`src/rtl/pad_inserter_pkg.sv`:
```
package pad_inserter_pkg;

    typedef enum logic [2:0] {
        ST_HEAD  = 3'd0,
        ST_COPY  = 3'd1,
        ST_FILL  = 3'd2,
        ST_REST  = 3'd3,
        ST_TRAIL = 3'd4
    } pad_state_e;

endpackage

```
`src/rtl/pad_out_stage.sv`:
```
module pad_out_stage #(
    parameter int DATA_W = 8
) (
    input  logic              clk,
    input  logic              rst_n,
    input  logic              emit,
    input  logic [DATA_W-1:0] emit_data,
    input  logic              emit_last,
    input  logic              out_ready,
    output logic              load_ok,
    output logic              out_valid,
    output logic [DATA_W-1:0] out_data,
    output logic              out_last
);

    assign load_ok = !out_valid || out_ready;

    always_ff @(posedge clk) begin
        if (!rst_n) begin
            out_valid <= 1'b0;
            out_data  <= '0;
            out_last  <= 1'b0;
        end else if (load_ok) begin
            out_valid <= emit;
            if (emit) begin
                out_data <= emit_data;
                out_last <= emit_last;
            end
        end
    end

endmodule

```
`src/rtl/pad_ctrl.sv`:
```
module pad_ctrl
    import pad_inserter_pkg::*;
#(
    parameter int SLOT_W = 5,
    parameter int PAD_W  = 2
) (
    input  logic              clk,
    input  logic              rst_n,
    input  logic [SLOT_W-1:0] cfg_slot,
    input  logic [PAD_W-1:0]  cfg_pad,
    input  logic              in_valid,
    input  logic              in_last,
    input  logic              load_ok,
    output logic              in_ready,
    output logic              emit,
    output logic              emit_pad,
    output logic              emit_last
);

    localparam logic [SLOT_W-1:0] SLOT_ONE = SLOT_W'(1);
    localparam logic [PAD_W-1:0]  PAD_ONE  = PAD_W'(1);

    pad_state_e        st_q, st_d;
    logic [SLOT_W-1:0] slot_q, slot_d;
    logic [SLOT_W-1:0] cnt_q, cnt_d;
    logic [PAD_W-1:0]  left_q, left_d;
    logic              lead_fill;
    logic              take;
    logic [SLOT_W-1:0] cnt_inc;

    assign lead_fill = in_valid && (cfg_pad != '0) && (cfg_slot == '0);
    assign take      = in_valid && in_ready;
    assign cnt_inc   = cnt_q + SLOT_ONE;

    // state register
    always_ff @(posedge clk) begin
        if (!rst_n) begin
            st_q   <= ST_HEAD;
            slot_q <= '0;
            cnt_q  <= '0;
            left_q <= '0;
        end else begin
            st_q   <= st_d;
            slot_q <= slot_d;
            cnt_q  <= cnt_d;
            left_q <= left_d;
        end
    end

    // next state
    always_comb begin
        st_d   = st_q;
        slot_d = slot_q;
        cnt_d  = cnt_q;
        left_d = left_q;
        unique case (st_q)
            ST_HEAD: begin
                if (lead_fill && load_ok) begin
                    slot_d = cfg_slot;
                    left_d = cfg_pad - PAD_ONE;
                    st_d   = (cfg_pad == PAD_ONE) ? ST_REST : ST_FILL;
                end else if (take) begin
                    slot_d = cfg_slot;
                    cnt_d  = SLOT_ONE;
                    left_d = cfg_pad;
                    if (in_last)
                        st_d = (cfg_pad != '0) ? ST_TRAIL : ST_HEAD;
                    else if (cfg_pad == '0)
                        st_d = ST_REST;
                    else if (cfg_slot == SLOT_ONE)
                        st_d = ST_FILL;
                    else
                        st_d = ST_COPY;
                end
            end
            ST_COPY: begin
                if (take) begin
                    cnt_d = cnt_inc;
                    if (in_last)
                        st_d = ST_TRAIL;
                    else if (cnt_inc == slot_q)
                        st_d = ST_FILL;
                end
            end
            ST_FILL: begin
                if (load_ok) begin
                    left_d = left_q - PAD_ONE;
                    if (left_q == PAD_ONE)
                        st_d = ST_REST;
                end
            end
            ST_TRAIL: begin
                if (load_ok) begin
                    left_d = left_q - PAD_ONE;
                    if (left_q == PAD_ONE)
                        st_d = ST_HEAD;
                end
            end
            ST_REST: begin
                if (take && in_last)
                    st_d = ST_HEAD;
            end
            default: st_d = ST_HEAD;
        endcase
    end

    // outputs
    always_comb begin
        in_ready  = 1'b0;
        emit      = 1'b0;
        emit_pad  = 1'b0;
        emit_last = 1'b0;
        unique case (st_q)
            ST_HEAD: begin
                if (lead_fill) begin
                    emit     = load_ok;
                    emit_pad = 1'b1;
                end else begin
                    in_ready  = load_ok;
                    emit      = in_valid && load_ok;
                    emit_last = in_last && (cfg_pad == '0);
                end
            end
            ST_COPY: begin
                in_ready = load_ok;
                emit     = in_valid && load_ok;
            end
            ST_FILL: begin
                emit     = load_ok;
                emit_pad = 1'b1;
            end
            ST_TRAIL: begin
                emit      = load_ok;
                emit_pad  = 1'b1;
                emit_last = (left_q == PAD_ONE);
            end
            ST_REST: begin
                in_ready  = load_ok;
                emit      = in_valid && load_ok;
                emit_last = in_last;
            end
            default: ;
        endcase
    end

endmodule

```
`src/rtl/pad_inserter.sv`:
```
module pad_inserter #(
    parameter int                 SLOT_W    = 5,
    parameter int                 PAD_W     = 2,
    parameter int                 DATA_W    = 8,
    parameter logic [DATA_W-1:0]  PAD_VALUE = '0
) (
    input  logic              clk,
    input  logic              rst_n,
    input  logic [SLOT_W-1:0] cfg_slot,
    input  logic [PAD_W-1:0]  cfg_pad,
    input  logic              in_valid,
    output logic              in_ready,
    input  logic [DATA_W-1:0] in_data,
    input  logic              in_last,
    output logic              out_valid,
    input  logic              out_ready,
    output logic [DATA_W-1:0] out_data,
    output logic              out_last
);

    logic              load_ok;
    logic              emit;
    logic              emit_pad;
    logic              emit_last;
    logic [DATA_W-1:0] emit_data;

    assign emit_data = emit_pad ? PAD_VALUE : in_data;

    pad_ctrl #(
        .SLOT_W (SLOT_W),
        .PAD_W  (PAD_W)
    ) u_ctrl (
        .clk       (clk),
        .rst_n     (rst_n),
        .cfg_slot  (cfg_slot),
        .cfg_pad   (cfg_pad),
        .in_valid  (in_valid),
        .in_last   (in_last),
        .load_ok   (load_ok),
        .in_ready  (in_ready),
        .emit      (emit),
        .emit_pad  (emit_pad),
        .emit_last (emit_last)
    );

    pad_out_stage #(
        .DATA_W (DATA_W)
    ) u_out (
        .clk       (clk),
        .rst_n     (rst_n),
        .emit      (emit),
        .emit_data (emit_data),
        .emit_last (emit_last),
        .out_ready (out_ready),
        .load_ok   (load_ok),
        .out_valid (out_valid),
        .out_data  (out_data),
        .out_last  (out_last)
    );

endmodule

```
`config.mk`:
```
export PLATFORM = sky130hd
export DESIGN_NAME = pad_inserter
export DESIGN_NICKNAME = d
export VERILOG_FILES = /design/src/rtl/pad_inserter_pkg.sv /design/src/rtl/pad_out_stage.sv /design/src/rtl/pad_ctrl.sv /design/src/rtl/pad_inserter.sv
export SDC_FILE = /design/constraint.sdc
export NUM_CORES = 1
export LEC_CHECK = 0
export BUFFER_PORTS_ARGS = -buffer_cell sky130_fd_sc_hd__buf_2
export CAP_MARGIN = 5
export CORE_MARGIN = 2
export CORE_UTILIZATION = 33
export CTS_BUF_LIST = sky130_fd_sc_hd__clkbuf_8
export DETAILED_ROUTE_END_ITERATION = 12
export PLACE_DENSITY = 0.59
export SLEW_MARGIN = 25
export SYNTH_ARGS = -nofsm -noshare
export SYNTH_HDL_FRONTEND = slang
export SYNTH_SLANG_ARGS = --single-unit
```
`constraint.sdc`:
```
create_clock -name clk -period 1.7 [get_ports clk]
set_input_delay 0 -clock clk [delete_from_list [all_inputs] [get_ports clk]]
set_output_delay 0 -clock clk [all_outputs]
set_load 0.02 [all_outputs]
```
### Yosys cells after proc, flatten, opt, wreduce, memory -nomap -nowiden

Cells that the tools add are included.
Widths: inputs -> output; s select.

* output and inout port bits: 11
* register bits after elaboration: 25

* multiplexer cells: 35
* add/subtract/negate cells: 3
* reduce and logical (&&, ||, !) cells: 23
* eq/ne operators: 19

Operators by type and width (count)
* $mux 3: 13
* $mux 5: 5
* $ne 2x1->1 const B: 8
* $pmux 3 s5: 1
* $pmux 5 s2: 1
* $mux 2: 4
* $mux 8: 1
* $reduce_and 8->1: 1
* $reduce_bool 2->1: 4
* $logic_and 1x1->1: 7
* $eq 3x2->1 const B: 2
* $pmux 1 s3: 2
* $add 5x1->5 const B: 1
* $eq 5x1->1 const B: 1
* $eq 5x5->1: 1
* $logic_not 5->1: 1
* $mux 1: 5
* $eq 2x1->1 const B: 2
* $pmux 1 s2: 2
* $pmux 2 s2: 1
* $reduce_and 2->1: 2
* $reduce_and 4->1: 1
* $reduce_or 2->1: 2
* $sub 2x1->2 const B: 2
* 10 further kinds: 10

### Logic depth before layout (Yosys ltp)

Gate-level depths: netlist (run 1).

* depth in word-level cells: 9
* mapped depth: 7

### Cells and area by module

From an unflattened synthesis (run 1), not the netlist that was laid out.

* cell total of the unflattened synthesis: 193
* area, all modules: 1552.7 um^2

By module, submodules not included
* pad_ctrl: area each 1087.3 um^2, cells an instance 141, instances 1
* pad_out_stage: area each 415.4 um^2, cells an instance 44, instances 1
* pad_inserter: area each 50.0 um^2, cells an instance 8, instances 1

### Least setup slack after synthesis (run 1)

Ideal clock, no wire load.

* kind: register to register
* start point: register u_out.out_valid
* end point: register u_ctrl.left_q[0]
* data arrival time: 1449 ps
* period minus slack after synthesis: 1564 ps
* path slack: 136 ps
* stages on the path, launching flop included: 7
* buffers on the path: 1
* required time: 1585 ps
* cell sequence: dfxtp_1 -> nand2b_1 -> clkbuf_1 -> nand3_1 -> o21ai_1 -> mux2i_1 -> o21a_1

* cells in the longest elaborated chain, start to end: 7
* elaborated cells between the ends (all ways): 11
* those cells by class: 2 x eq/ne; 4 x mux; 5 x reduce/logical

RTL lines
* start, declared: RTL line pad_out_stage.sv:11 `output logic out_valid,`
* start signal, assigned: RTL line pad_out_stage.sv:24 `out_valid <= emit;`
* $logic_not 1->1 *: RTL line pad_out_stage.sv:16 `assign load_ok = !out_valid || out_ready;`
* $logic_or 1x1->1 *: RTL line pad_out_stage.sv:16
* $mux 1: RTL line pad_ctrl.sv:115 `if (lead_fill) begin`
* $pmux 1 s2: RTL line pad_ctrl.sv:113 `unique case (st_q)`
* $logic_and 1x1->1: RTL line pad_ctrl.sv:32 `assign take = in_valid && in_ready;`
* $ne 3x1->1 (no line)
* $reduce_and 3->1 (no line)
* end signal, assigned: RTL line pad_ctrl.sv:46 `left_q <= left_d;`
* end, declared: RTL line pad_ctrl.sv:26 `logic [PAD_W-1:0] left_q, left_d;`

Every way passes the cells marked *; elsewhere a longest branch is shown, timed or not.
A chain may end at the register's enable or synchronous reset.

### Worst setup path in the final report (run 1)

* start point: register u_out.out_valid
* end point: register u_ctrl.st_q[0]

* cells in the longest elaborated chain, start to end: 8
* elaborated cells between the ends (all ways): 15
* those cells by class: 5 x eq/ne; 4 x mux; 6 x reduce/logical

RTL lines
* $logic_not 1->1 *: RTL line pad_out_stage.sv:16
* $logic_or 1x1->1 *: RTL line pad_out_stage.sv:16
* $mux 1: RTL line pad_ctrl.sv:115
* $pmux 1 s2: RTL line pad_ctrl.sv:113
* $logic_and 1x1->1: RTL line pad_ctrl.sv:32
* $logic_and 1x1->1: RTL line pad_ctrl.sv:100 `if (take && in_last)`
* $ne 2x1->1 (no line)
* $reduce_and 8->1 (no line)
* end signal, assigned: RTL line pad_ctrl.sv:43 `st_q <= st_d;`
* end, declared: RTL line pad_ctrl.sv:23 `pad_state_e st_q, st_d;`

Marked as above.

==> flow_summary.yaml, run 1 <==
global_route:
  antenna_found_initial: 0
  grt.total_usage: 0.147
  grt_start_max_net_pins: 27
  first_global_vias: 1262
  use_met3: 0.0260
  busiest_layer: "met2"
  grt_pass1_wl_um: 6020
  use_met2: 0.230
  grtUsageMet1: 0.214
  grt_overflow_total: 0
sta:
  period_needed_ps: 1590
  hold_ws_ps: 1.91
  slew_headroom: 0.574
  hold_viol: 0
  setup_violations: 0
  fmax_ghz: 0.627
  worst_pin_slew_ps: 637
  skew_ps: 6.47
  fin_crit_sh: 0.938
  drv_slew: 0
layout:
  area_growth_pct: 30.7
  final_common_cell: "buf_2"
  layout_common_cells: "30 x buf_2, 24 x dfxtp_1, 21 x nor2b_1"
  n_antenna_cell: 0
  num-fill-cells: 429
  drive_above_1_share: 0.256
  layout.nets: 244
  seqCellArea_um2: 502
  multi_input_area_um2: 928
floorplanning:
  fp.dieH_um: 70.5
  initial_core_util: 0.340
  row_count: 24
  coreArea_um2: 4290
  die_area_um2: 4970
  fp.dieW_um: 70.5
  io_pins: 31
clock_tree:
  cts_buffer_depth: 2
  htreeDepth: 1
  clock-sinks: 25
  clock_latency_ps: 270
  clkSlewWorstSetupHoldPaths_ps: 90
  clockRootBuffer: "clkbuf_8"
  cts_tree: "built"
  numCtsBuffers: 3
drt:
  wl_per_cell_um: 13.5
  vias: 1408
  via_per_inst: 5.20
  drcViolationCount: 0
  drt-total-wl_um: 3650
  ant_nets: 0
  first_pass_iters: 6
  drt_iter0_drc: 171
setup_path:
  cp.required_ps: 1870
  crit_slowest_cell: "nor2b_1"
  crit_chain: "nor2b_1 -> o21ai_1 -> a2bb2oi_1 -> a31oi_1 -> o21a_1"
  cpPeakStageDelay_ps: 540
  endpoint_kind: "register"
  path_class: "reg2reg"
  crit_arrival_ps: 1770
  rrSetupSlack_ps: 110
  critPathTopFamily: "compound AO/OA/AOI/OAI gates"
  cp.buffers_inverters: 0
  worstSetupStartpointType: "register"
  crit_fanout: 5
place:
  gp_congestion: 0.903
  io_buffers: 30
  hpwlAfterDp_um: 2600
synth:
  syn_nets: 195
  async_reset_ff_frac: 0
  seq_area_frac_synth: 0.343
  synthCells: 171
  syn_area_per_cell_um2: 8.54
  synth_warnings: 0
  ys_ff_latch: 25
  synth_cell_type_count: 42
  synth_area_um2: 1460
  synth_edf_count: 0
  ys.flop_type: "dfxtp_1"
power_and_ir_drop:
  powerDensity_nw_per_um2: 859
  p_total_w: 0.00164
  ir_worst_vdd_mv: 0.347
  p_leak_nw: 0.787
run:
  drv_cap: 0
run_status:
  status: "complete, no violations"
worst_hold_path:
  worstHoldPathType: "in2reg"
[kinds of logic (layout without fill, tap and decap cells)]
logic type,Yosys count,in the layout,share of synthesized area
and+or+nand+nor,65,65,0.260
AOI/OAI and AO/OA,48,48,0.228
DFF,25,25,0.343
buffers and inverters,14,62,0.0386
muxes,8,8,0.0548
xor gates and xnor gates,7,7,0.0420
adders and majority gates,4,4,0.0343
[flip-flops by register name, summed over array words and instances (netlist names)]
| name | flops |
|---|---|
| u_ctrl.slot_q | 5 |
| u_ctrl.left_q | 2 |
| u_ctrl.cnt_q | 5 |
| u_out.out_valid | 1 |
| u_out.out_data | 8 |
| u_out.out_last | 1 |
| u_ctrl.st_q | 3 |
[tightest hold or removal path, cell delays in order]
cell and delay (ps):
buf_2 80, a22oi_1 50, nor2b_1 100
[synthesized netlist by cell type, types with 3 or more instances]
cell,number,area share
a21boi_0,3,0.015
a21oi_1,5,0.017
a22oi_1,9,0.046
a31oi_1,4,0.017
and2_1,3,0.013
buf_2,3,0.010
clkbuf_1,4,0.010
dfxtp_1,25,0.34
ha_1,4,0.034
inv_1,7,0.018
mux2i_1,8,0.055
nand2_1,10,0.026
nand3_1,4,0.014
nand4_1,4,0.017
nor2_1,6,0.015
nor2b_1,21,0.090
nor3_1,5,0.017
o21a_1,4,0.021
o21ai_0,7,0.024
xnor2_1,4,0.024
xor2_1,3,0.018
[power by group]
group / total (W) / internal (W) / switching [W] / leakage (nW)
Combinational: 0.000574 / 0.000267 / 0.000307 / 0.561
Clock: 0.000370 / 0.000166 / 0.000204 / 0.0217
Sequential: 0.000694 / 0.000647 / 0.0000469 / 0.205
[worst paths after layout]
check | start | endpoint | depth (start not counted)
setup / recovery | u_out.out_valid$_SDFFE_PN0N_ | u_ctrl.st_q[0]$_SDFFE_PN0P_ | 5
hold / removal | in_data[3] | u_out.out_data[3]$_SDFFE_PN0P_ | 3
hold reg to reg | u_ctrl.cnt_q[4]$_SDFFE_PN0P_ | u_ctrl.cnt_q[4]$_SDFFE_PN0P_ | 2
setup reg to reg | u_out.out_valid$_SDFFE_PN0N_ | u_ctrl.st_q[0]$_SDFFE_PN0P_ | 5
[metal layers]
metal  wire (µm)  vias up
li1            -      716
met1        1790      641
met2        1650       47
met3         197        4
met4          17        0
met5           0        -
[cell type report]
class                      count  area share
clock inverter                 1     0.00393
inverter                       7      0.0138
clock buffer                   3      0.0216
sequential                    25       0.263
multi-input combinational    132       0.487
tap                           52      0.0341
timing repair buffer          51       0.177
[stage by stage]
stage | cells | cell area, µm² | util | setup TNS, ps | setup slack [ps]
6_report | 271 | 1910 | 0.444 | 0 | 105
5_1_grt | 271 | 1910 | 0.444 | -6.33 | -6.33
4_1_cts | 268 | 1860 | 0.433 | 0 | 36.0
3_5_place_dp | 257 | 1740 | 0.405 | 0 | 12.3
3_3_place_gp | 257 | 1740 | 0.405 | 0 | 35.1
2_1_floorplan | 171 | 1460 | - | 0 | 136
[timing repair]
action / CTS / global route
pin swaps: 1 / 3
hold buffers: 7 / 0
hold endpoints to repair: 7 / 0
setup buffers: 0 / 3
gates cloned: 0 / 0
resized for setup: 1 / 5
endpoints found under the setup margin: 1 / 10
Power figures use the tool's default switching activity.
==> inputs of run 2 (changes only) <==
==> constraint.sdc (replaced) <==
create_clock -name clk -period 1.94 [get_ports clk]
set_input_delay 0 -clock clk [delete_from_list [all_inputs] [get_ports clk]]
set_output_delay 0 -clock clk [all_outputs]
set_load 0.02 [all_outputs]
==> run 2 against run 1 <==
Total power shrank 15%; die area is the same; non-clock buffer count shrank 3; routed wire length shrank 4.1%; global-route usage grew 0.77 points; cell count shrank 1.1%; register-to-register slack gained 170 ps; highest routed layer unchanged; flip-flop and latch count is the same; final area shrank 3.1%.
==> flow_summary.yaml, run 2 (synthesis gave the netlist of run 1 again) <==
setup_path:
  crit_fanout: 12
  crit_chain: "inv_1 -> buf_4 -> a21oi_1 -> a211oi_2 -> a22oi_1 -> nor2b_1"
  cp.required_ps: 2160
  endpoint_kind: "register"
  r2r-start: "u_ctrl.st_q[0]$_SDFFE_PN0P_"
  path_class: "reg2reg"
  cpPeakStageDelay_ps: 460
  worstSetupStartpointType: "register"
  critPathTopFamily: "compound AO/OA/AOI/OAI gates"
  rrSetupSlack_ps: 280
  crit_arrival_ps: 1880
  crit_slowest_cell: "a211oi_2"
  r2r_end: "u_out.out_data[3]$_SDFFE_PN0P_"
  reg2reg_depth: 6
  cp.buffers_inverters: 2
power_and_ir_drop:
  ir_worst_vdd_mv: 0.410
  powerDensity_nw_per_um2: 751
  pwr-share-seq: 0.441
  power.internal_w: 0.000916
  p_leak_nw: 0.766
  power.switching_w: 0.000473
  power_frac_comb: 0.323
  clkPwrFrac: 0.236
  p_total_w: 0.00139
  swShare: 0.340
sta:
  skew_ps: 4.44
  hold_viol: 0
  setup_violations: 0
  fin_crit_sh: 0.857
  fmax_ghz: 0.602
  period_needed_ps: 1660
  drv_slew: 0
  slew_headroom: 0.635
  rsz0062_at_grt: "no"
  setup_slack_ps: 278
  setup-tns-final_ps: 0
  worst_pin_slew_ps: 547
place:
  gp_congestion: 0.804
  io_buffers: 30
  hpwlAfterDp_um: 2550
  pre_cts_ws_ps: 272
layout:
  final_common_cell: "buf_2"
  n_antenna_cell: 0
  largest_register_ffs: 8
  seqCellArea_um2: 500
  layout_common_cells: "30 x buf_2, 25 x dfxtp_1, 21 x nor2b_1"
  multi_input_area_um2: 903
  drive_above_1_share: 0.227
  largest_register: "u_out.out_data"
  fin_util: 0.431
  layout.nets: 241
  area_growth_pct: 26.6
  largestRegisters: "u_out.out_data (8), u_ctrl.cnt_q (5), u_ctrl.slot_q (5)"
  num-fill-cells: 436
clock_tree:
  postCtsSetupBuffers: 0
  cts_buffer_depth: 2
  clockRootBuffer: "clkbuf_8"
  htreeDepth: 1
  ctsResizeCount: 0
  clock-sinks: 25
  cts_hold_buf: 8
  clock_latency_ps: 270
  numCtsBuffers: 3
  clkSlewWorstSetupHoldPaths_ps: 100
  cts_tree: "built"
global_route:
  grt.total_usage: 0.154
  grt_start_max_net_pins: 27
  grt_overflow_total: 0
  first_global_vias: 1324
  antenna_found_initial: 0
  grt_pass1_wl_um: 6220
worst_hold_path:
  hold_path_startpoint: "cfg_slot[4]"
  hold_end: "u_ctrl.slot_q[4]$_SDFFE_PN0P_"
  hold_depth: 3
  worstHoldPathType: "in2reg"
floorplanning:
  io_pins: 31
  fp.dieW_um: 70.5
  initial_core_util: 0.340
  fp.dieH_um: 70.5
  die_area_um2: 4970
  row_count: 24
  coreArea_um2: 4290
drt:
  wl_per_cell_um: 13.1
  drcViolationCount: 0
  via_per_inst: 5.25
  drt_iter0_drc: 94
  drt-total-wl_um: 3500
  first_pass_iters: 4
  ant_nets: 0
  vias: 1406
run:
  drv_cap: 0
run_status:
  status: "complete, no violations"
[run 2: routing by layer]
layer,track usage,up-vias,routed length [µm]
li1,-,709,-
met1,0.230,658,1750
met2,0.230,37,1530
met3,0.0274,2,201
met4,0.0385,0,21
met5,0,-,0
[run 2: cell type report]
class,count,area share
flip-flops and latches,25,0.271
inverters,7,0.0142
multi-input cells,132,0.488
well taps,52,0.0352
clock buffers,3,0.0223
repair buffers,48,0.165
clock inverters,1,0.00406
[run 2: worst min-delay path, stage by stage]
cell and delay (ps):
buf_2 100, mux2i_1 60, nor2b_1 100
[run 2: power by group through the flow]
stage | combinational, W | sequential, W | clock, W
3_5_place_dp | 0.000439 | 0.000623 | 0
4_1_cts | 0.000452 | 0.000612 | 0.000343
3_3_place_gp | 0.000438 | 0.000624 | 0
5_1_grt | 0.000506 | 0.000622 | 0.000359
6_report | 0.000448 | 0.000613 | 0.000328
2_1_floorplan | 0.000278 | 0.000636 | 0
[run 2: per-stage QoR]
stage          hold slack [ps]  cells  area, µm²
2_1_floorplan              138    171       1460
3_3_place_gp               255    256       1720
6_report                  11.9    268       1850
4_1_cts                   10.9    268       1850
3_5_place_dp               267    256       1720
5_1_grt                   24.7    268       1850
[run 2: worst max path at each step]
stage	depth (start not counted)	endpoint	from	slack, ps
5_1_grt	6	u_out.out_data[0]$_SDFFE_PN0P_	u_ctrl.st_q[0]$_SDFFE_PN0P_	60
3_3_place_gp	6	u_out.out_data[7]$_SDFFE_PN0P_	u_ctrl.st_q[0]$_SDFFE_PN0P_	280
2_1_floorplan	6	u_ctrl.left_q[0]$_SDFFE_PN0P_	u_out.out_valid$_SDFFE_PN0N_	380
6_report	6	u_out.out_data[3]$_SDFFE_PN0P_	u_ctrl.st_q[0]$_SDFFE_PN0P_	280
4_1_cts	6	u_out.out_data[1]$_SDFFE_PN0P_	u_ctrl.st_q[0]$_SDFFE_PN0P_	260
3_5_place_dp	6	u_out.out_data[3]$_SDFFE_PN0P_	u_ctrl.st_q[0]$_SDFFE_PN0P_	270
==> inputs of run 3 (changes only) <==
--- a/config.mk
+++ b/config.mk
@@ -11,7 +11,7 @@
 export CORE_UTILIZATION = 33
 export CTS_BUF_LIST = sky130_fd_sc_hd__clkbuf_8
 export DETAILED_ROUTE_END_ITERATION = 12
-export PLACE_DENSITY = 0.59
+export PLACE_DENSITY = 0.5
 export SLEW_MARGIN = 25
 export SYNTH_ARGS = -nofsm -noshare
 export SYNTH_HDL_FRONTEND = slang
==> constraint.sdc (replaced) <==
create_clock -name clk -period 1.94 [get_ports clk]
set_input_delay 0.097 -clock clk [delete_from_list [all_inputs] [get_ports clk]]
set_output_delay 0.097 -clock clk [all_outputs]
set_load 0.02 [all_outputs]
==> run 3 against run 2 <==
Core utilization shrank 1.7 points; sequential power down 0.7%; critical endpoint is now u_ctrl.st_q[1]$_SDFFE_PN0P_; worst setup slack lost 46 ps; global-route usage decreased by 0.23 points; total power down 0.24%; clock-buffer cell count unchanged; largest cell class unchanged.
==> flow_summary.yaml, run 3 (synthesis gave the netlist of run 1 again) <==
setup_path:
  crit_arrival_ps: 1880
  crit_path_start: "u_ctrl.cnt_q[0]$_SDFFE_PN0P_"
  endpoint_kind: "register"
  crit_fanout: 6
  cp.required_ps: 2110
  worstSetupStartpointType: "register"
  r2r-start: "u_ctrl.cnt_q[0]$_SDFFE_PN0P_"
  path_class: "reg2reg"
power_and_ir_drop:
  swShare: 0.343
  ir_worst_vdd_mv: 0.413
  powerDensity_nw_per_um2: 780
  power.internal_w: 0.000910
  power_frac_comb: 0.326
  p_leak_nw: 0.738
  pwr-share-seq: 0.440
  clkPwrFrac: 0.235
  power.switching_w: 0.000475
sta:
  drv_slew: 0
  setup-tns-final_ps: 0
  fin_crit_sh: 0.880
  fmax_ghz: 0.586
  skew_ps: 3.94
  worst_pin_slew_ps: 382
  hold_viol: 0
  setup_violations: 0
  period_needed_ps: 1710
  slew_headroom: 0.738
  rsz0062_at_grt: "no"
clock_tree:
  clock_latency_ps: 270
  htreeDepth: 1
  cts_tree: "built"
  ctsResizeCount: 0
  cts_buffer_depth: 2
  clkSlewWorstSetupHoldPaths_ps: 90
  numCtsBuffers: 3
  clockRootBuffer: "clkbuf_8"
  clock-sinks: 25
  cts_hold_buf: 0
  postCtsSetupBuffers: 0
drt:
  drcViolationCount: 0
  via_per_inst: 5.40
  first_pass_iters: 4
  ant_nets: 0
  drt_iter0_drc: 55
  vias: 1410
  drt-total-wl_um: 3640
  wl_per_cell_um: 13.9
place:
  gp_congestion: 0.878
  io_buffers: 30
  placed_cell_area_um2: 1730
  hpwlAfterDp_um: 2760
floorplanning:
  initial_core_util: 0.340
  fp.dieW_um: 70.5
  io_pins: 31
  die_area_um2: 4970
  row_count: 24
  coreArea_um2: 4290
  fp.dieH_um: 70.5
layout:
  layout.nets: 234
  layout_common_cells: "30 x buf_2, 25 x dfxtp_1, 21 x nor2b_1"
  area_growth_pct: 21.7
  fin_util: 0.414
  final_common_cell: "buf_2"
  num-fill-cells: 430
  largestRegisters: "u_out.out_data (8), u_ctrl.cnt_q (5), u_ctrl.slot_q (5)"
  seqCellArea_um2: 500
  drive_above_1_share: 0.239
  largest_register: "u_out.out_data"
  final_area_um2: 1780
  n_antenna_cell: 0
  largest_register_ffs: 8
  multi_input_area_um2: 903
worst_hold_path:
  hold_path_startpoint: "in_data[6]"
  worstHoldPathType: "in2reg"
global_route:
  grt_overflow_total: 0
  grt.total_usage: 0.152
  grt_start_max_net_pins: 27
  first_global_vias: 1309
  use_met3: 0.0245
  grt_pass1_wl_um: 6120
  busiest_layer: "met2"
  antenna_found_initial: 0
  grtUsageMet1: 0.205
  use_met2: 0.247
run:
  drv_cap: 0
run_status:
  status: "complete, no violations"
[run 3: area by class of cell]
cell class | instances | area share
clock buffer | 3 | 0.0232
clock inverter | 1 | 0.00423
inverter | 7 | 0.0148
multi-input combinational | 132 | 0.508
sequential | 25 | 0.282
tap | 52 | 0.0366
timing repair buffer | 41 | 0.131
[run 3: power by group through the flow]
stage | registers [W] | clock network (W) | logic [W]
after floorplan | 0.000636 | 0 | 0.000278
after global placement | 0.000617 | 0 | 0.000442
after detailed placement | 0.000620 | 0 | 0.000451
after CTS | 0.000609 | 0.000345 | 0.000453
after global routing | 0.000618 | 0.000363 | 0.000502
final | 0.000609 | 0.000325 | 0.000451
[run 3: routing by layer]
metal  wire, µm  up-vias
li1           -      696
met4         40        0
met5          0        -
met2       1710       49
met3        189        6
met1       1700      659
[run 3: path summary, 6_finish.rpt]
kind | end | slack, ps | cells past startpoint
setup / recovery | u_ctrl.st_q[1]$_SDFFE_PN0P_ | 230 | 5
hold / removal | u_out.out_data[6]$_SDFFE_PN0P_ | 80 | 3
setup reg to reg | u_ctrl.st_q[1]$_SDFFE_PN0P_ | 230 | 5
hold reg to reg | u_out.out_last$_SDFFE_PN0P_ | 540 | 2
[run 3: worst max-delay path, stage by stage (launching register included)]
cell and delay [ps]:
dfxtp_1 370, ha_1 270, nor2b_1 150, o311ai_0 330, a31oi_1 170, o41ai_1 320
[run 3: metrics by stage]
stage          cells  hold slack (ps)  total power [W]  worst slack (ps)
2_1_floorplan    171              235         0.000914               376
3_3_place_gp     257              357          0.00106               247
3_5_place_dp     257              367          0.00107               203
4_1_cts          261             68.5          0.00141               238
5_1_grt          261             70.7          0.00148              71.0
6_report         261             77.1          0.00139               232
